==> config.mk <==
export PLATFORM = sky130hd
export DESIGN_NAME = rx_hold_ovr
export DESIGN_NICKNAME = d
export VERILOG_FILES = /design/src/rtl/rx_hold_pkg.sv /design/src/rtl/rx_hold_dp.sv /design/src/rtl/rx_hold_ctrl.sv /design/src/rtl/rx_hold_ovr.sv
export SDC_FILE = /design/constraint.sdc
export NUM_CORES = 1
export LEC_CHECK = 0
export ABC_AREA = 1
export BUFFER_PORTS_ARGS = -buffer_cell sky130_fd_sc_hd__buf_2
export CORE_AREA = 5 5 42 44
export DETAILED_ROUTE_END_ITERATION = 10
export DIE_AREA = 0 0 47 49
export GPL_ROUTABILITY_DRIVEN = 0
export PLACE_DENSITY_LB_ADDON = 0.25
export SLEW_MARGIN = 30
export SYNTH_ARGS = -nofsm -noshare
export SYNTH_HDL_FRONTEND = slang
export SYNTH_SLANG_ARGS = --single-unit
==> constraint.sdc <==
create_clock -name clk -period 1.4 [get_ports clk]
set_input_delay 0.21 -clock clk [delete_from_list [all_inputs] [get_ports clk]]
set_output_delay 0.21 -clock clk [all_outputs]
set_load 0.005 [all_outputs]
==> src/rtl/rx_hold_pkg.sv <==
package rx_hold_pkg;
  // strobes from control to datapath
  typedef struct packed {
    logic loadByte;
  } rxStrobes_t;
endpackage

==> src/rtl/rx_hold_dp.sv <==
module rx_hold_dp #(
  parameter int DATA_W = 8
) (
  input  logic                    clk,
  input  logic                    rstN,
  input  rx_hold_pkg::rxStrobes_t strobes,
  input  logic [DATA_W-1:0]       rxByte,
  output logic [DATA_W-1:0]       rdData
);
  logic [DATA_W-1:0] holdQ;

  always_ff @(posedge clk) begin
    if (!rstN)                holdQ <= '0;
    else if (strobes.loadByte) holdQ <= rxByte;
  end

  assign rdData = holdQ;
endmodule

==> src/rtl/rx_hold_ctrl.sv <==
module rx_hold_ctrl (
  input  logic                    clk,
  input  logic                    rstN,
  input  logic                    byteDone,
  input  logic                    dataRd,
  input  logic                    isMaster,
  input  logic                    ovrEnable,
  input  logic                    ovrClrW1,
  output rx_hold_pkg::rxStrobes_t strobes,
  output logic                    ovrFlag,
  output logic                    irq
);
  logic unreadQ;
  logic flagQ;
  logic irqQ;
  logic overrun;
  logic detectOn;
  logic flagNext;

  // a read in the completion cycle is taken as coming first
  assign overrun  = byteDone && unreadQ && !dataRd;
  assign detectOn = isMaster && ovrEnable;

  always_comb begin
    if (!detectOn)     flagNext = 1'b0;
    else if (overrun)  flagNext = 1'b1;
    else if (ovrClrW1) flagNext = 1'b0;
    else               flagNext = flagQ;
  end

  always_ff @(posedge clk) begin
    if (!rstN) begin
      unreadQ <= 1'b0;
      flagQ   <= 1'b0;
      irqQ    <= 1'b0;
    end else begin
      if (byteDone)    unreadQ <= 1'b1;
      else if (dataRd) unreadQ <= 1'b0;
      flagQ <= flagNext;
      irqQ  <= flagNext;
    end
  end

  assign strobes.loadByte = byteDone;
  assign ovrFlag          = flagQ;
  assign irq              = irqQ;
endmodule

==> src/rtl/rx_hold_ovr.sv <==
module rx_hold_ovr #(
  parameter int DATA_W = 8
) (
  input  logic              clk,
  input  logic              rstN,
  input  logic              byteDone,
  input  logic [DATA_W-1:0] rxByte,
  input  logic              dataRd,
  output logic [DATA_W-1:0] rdData,
  input  logic              isMaster,
  input  logic              ovrEnable,
  input  logic              ovrClrW1,
  output logic              ovrFlag,
  output logic              irq
);
  rx_hold_pkg::rxStrobes_t strobes;

  rx_hold_ctrl u_ctrl (
    .clk(clk), .rstN(rstN), .byteDone(byteDone), .dataRd(dataRd),
    .isMaster(isMaster), .ovrEnable(ovrEnable), .ovrClrW1(ovrClrW1),
    .strobes(strobes), .ovrFlag(ovrFlag), .irq(irq)
  );

  rx_hold_dp #(.DATA_W(DATA_W)) u_dp (
    .clk(clk), .rstN(rstN), .strobes(strobes), .rxByte(rxByte), .rdData(rdData)
  );
endmodule

After elaboration in Yosys (flattened, before gate mapping)
Index checks and enable logic that the tools add are counted.
{"block": "totals", "wordCells": 14, "regBits": 10}
{"block": "classes", "n_mux": 4, "n_reduce_logical": 7}
{"op": "1-bit two-way mux", "count": 4}
{"op": "2-bit nonzero test", "count": 2}
{"op": "1-bit logical AND", "count": 3}
{"op": "2-bit AND reduction", "count": 1}
{"op": "1-bit zero test", "count": 1}

Longest topological paths before layout
{"block": "logic_depth", "word_depth": 3, "ltp_mapped": 4, "mapped_depth_nobuf": 3}

By module
A second synthesis with hierarchy kept.
{"block": "unflattened", "hier_cells": 64, "area_unflattened_um2": 459.2}
{"module": "rx_hold_dp", "area_each_um2": 356.6, "cells_per_inst": 51, "n_inst": 1, "seq_area_each_um2": 160.2}
{"module": "rx_hold_ctrl", "area_each_um2": 102.6, "cells_per_inst": 13, "n_inst": 1, "seq_area_each_um2": 40.0}

Least setup slack after synthesis
Ideal clock, no wire load.
{"block": "synth_path", "path_type": "reg-to-output", "from": "reg u_ctrl.flagQ, in the netlist u_ctrl.ovrFlag", "to": "out ovrFlag", "path_stages_with_launch": 2, "n_path_buf": 1, "required_ps": 1190, "slack_ps": 740, "arrival_time_ps": 450, "cell_sequence": "dfxtp_1 > buf_4"}
{"element": "start, declared", "line_no": "rx_hold_ctrl.sv:14", "rtl": "logic flagQ;"}
{"element": "start signal, assigned", "line_no": "rx_hold_ctrl.sv:39", "rtl": "flagQ <= flagNext;"}
{"element": "end, declared", "line_no": "rx_hold_ovr.sv:13", "rtl": "output logic ovrFlag,"}
No word-level cell between the ends.

Worst setup path after layout
{"block": "layout_path", "from": "reg u_dp.holdQ[3], in the netlist u_dp.rdData[3]", "to": "out rdData[3]"}
{"element": "start, declared", "line_no": "rx_hold_dp.sv:10", "rtl": "logic [DATA_W-1:0] holdQ;"}
{"element": "start signal, assigned", "line_no": "rx_hold_dp.sv:14", "rtl": "else if (strobes.loadByte) holdQ <= rxByte;"}
{"element": "end, declared", "line_no": "rx_hold_ovr.sv:9", "rtl": "output logic [DATA_W-1:0] rdData,"}
No word-level cell between the ends.

==> metrics <==
Int Pwr=approximately 0.00044 W; Net Sw Power=0.000128 W; DRT iter0 DRCs=4; RR Endpoint=u_dp.rdData[7]; Reg-to-Reg Start=u_dp.rdData[7]; area grow syn2layout=39.2%; largest family of logic cells by synthesized area=simple AND/OR/NAND/NOR gates; share of synthesized flip-flops with an asynchronous set or reset=0; # setup viols final=0; die width=approximately 47 um; worst-path maximum fanout=2; CP Depth=1; #FFs+latches synth=10; setup_tns=0 ps; reg-to-reg setup timing slack=~780 ps; Critical Path End Type=output pin; CP Buf/Inv Count=1; CP Launch Point=u_dp.rdData[3]; maximum VDD drop=roughly 0.00041 V; setup bufs post-CTS=0; crit-path max cell delay=between 300 and 400 ps; vias in the first global route=332; vias=about 360; result of the run=finished clean; Sink Count=10; final WL=860 um; post-synthesis sequential area ratio=0.546; post-synthesis xor/xnor area fraction=0; Peak Freq=between 1000 and 1500 MHz; Resized cells post-CTS=0; Synth cell types=11; DIE AREA=2300 um2; slew margin rel.=0.875; Yosys warning total=0; total congestion overflow=0; Detail Route Antenna Nets=0; synth cell count leaders=nor2_1 (16), dfxtp_1 (10), o21ai_0 (8); Top Family by Delay on Critical Path=flip-flops; main flop type after synthesis=dfxtp_1; Post-Syn Area=approximately 370 um2; Core Region=about 1400 um2; Die Y=~50 um; type of origin of the critical path=flop; Arrival @ worst endpoint=700 ps; num rows=14; min cycle time layout=approximately 910 ps; Period Utilization, post-route=0.648; pin count of the biggest net entering global routing=11; I/O Pins=25; end of the critical path=rdData[3]; total iterations of the first detailed-routing run=2; Port Buf Inserts=24; Mapped Cells=45; share of layout cells above drive strength 1=0.414; gr usage total=0.0834; Synth top area share=0.546; cell taking the most area after synthesis=dfxtp_1; DRC=0; complex-gate fraction of the synthesized area=0.154; Leakage=about 0.27 nW; nets=87; Pwr per Cell Area=~1100 nW/um2; sw frac=0.226; mux cell area share after synthesis=0; Hold Vio Cnt, Final=0; max capacitance violation total=0; part of the power in combinational logic=0.126; clock power share=0.325; ranking of synthesized cells by area=dfxtp_1 (55%), nor2_1 (16%), o21ai_0 (11%); CTS Buf Count=3; Starting Density=0.262; Post-Synth Simple-Gate Area=0.212; post-DR wirelength/cell=around 10 um; first-pass GRT wire length=between 1 and 1.5 mm; skew final=approximately 0.055 ps; Critical-path top delay cell=dfxtp_1; # hold bufs at CTS=0; Tightest Pin Transition=around 190 ps; Util after Layout=0.364; cells along the critical path=buf_2; initial antenna violation count=0; htree depth=1; Via density=between 4 and 5; Avg Synthesized Cell Area=~8.1 um2; Worst-Skew Late Latency=about 250 ps; count leader, synth=nor2_1; Max Buffers Root-to-Sink=2; min-delay worst type=in2reg; ant diodes=0; Post-Synth Adder-Cell Area=0; RSZ-0062 raised after global routing=false; max-slew violations=0; sequential share of power=0.549; Root Driver=clkbuf_4; CTS tree=yes; WS Path Type=reg2out; CP Data Required Time=1190 ps; syn_nets=60; Post-synth EDFFs=0; hpwl dp=621 um; Register-to-Register Path Depth=2; CTS clk-pin slew, worst paths=60 ps
[state kept, by name, summed over array words and instances (netlist names)]
register and count:
u_dp.rdData 8, u_ctrl.ovrFlag 1, u_ctrl.unreadQ 1
[final cells by class]
class,count,area (um2)
Multi-Input combinational cell,30,134
Tap cell,16,20.0
Timing Repair Buffer,24,120
Sequential cell,10,200
Clock buffer,3,22.5
Fill cell,162,891
Inverter,3,13.8
[placed cells by master (no fill, tap or decap), types with 2 or more instances in the layout]
| cell type | count |
|---|---|
| buf_2 | 24 |
| clkbuf_4 | 3 |
| dfxtp_1 | 10 |
| inv_1 | 2 |
| nand2_1 | 2 |
| nand3_1 | 2 |
| nor2_1 | 16 |
| o21ai_0 | 8 |
[power by group through the flow]
stage               clock network [W]  registers (W)  logic [W]
finish                       0.000184       0.000310  0.0000712
global placement                    0       0.000317  0.0000724
floorplan                           0       0.000318  0.0000313
CTS                          0.000193       0.000310  0.0000725
global route                 0.000208       0.000313  0.0000818
detailed placement                  0       0.000316  0.0000721
[worst min-delay path by stage]
stage	end	cells after the start	from	slack, ps
2_1_floorplan	u_ctrl.ovrFlag	2	rstN	340
3_5_place_dp	u_dp.rdData[1]	3	rxByte[1]	440
3_3_place_gp	u_dp.rdData[2]	3	rxByte[2]	430
6_report	u_dp.rdData[7]	3	rxByte[7]	180
4_1_cts	u_dp.rdData[6]	3	rxByte[6]	170
5_1_grt	u_dp.rdData[6]	3	rxByte[6]	160
[through the flow]
stage | cells | hold WS [ps] | area, um2 | setup WS, ps | power (W)
2_1_floorplan | 45 | 338 | 367 | 740 | 0.000349
3_3_place_gp | 83 | 434 | 488 | 660 | 0.000389
3_5_place_dp | 83 | 438 | 488 | 642 | 0.000389
4_1_cts | 86 | 173 | 510 | 477 | 0.000576
5_1_grt | 86 | 163 | 510 | 434 | 0.000603
6_report | 86 | 180 | 510 | 493 | 0.000565
[kinds of logic (layout without fill, tap and decap cells)]
family,Yosys count,count (layout)
AOI/OAI and AO/OA,10,10
buffers and inverters,5,30
DFF,10,10
and+or+nand+nor,20,20
[layer usage]
layer | wire, um | vias to the layer above | share of wire | GRT usage
li1 | - | 193 | - | -
met1 | 405 | 153 | 0.47 | 0.111
met2 | 371 | 16 | 0.43 | 0.106
met3 | 74 | 2 | 0.086 | 0.0221
met4 | 9 | 0 | 0.010 | 0.0691
met5 | 0 | - | 0 | 0
(Power assumes the default switching activity.)
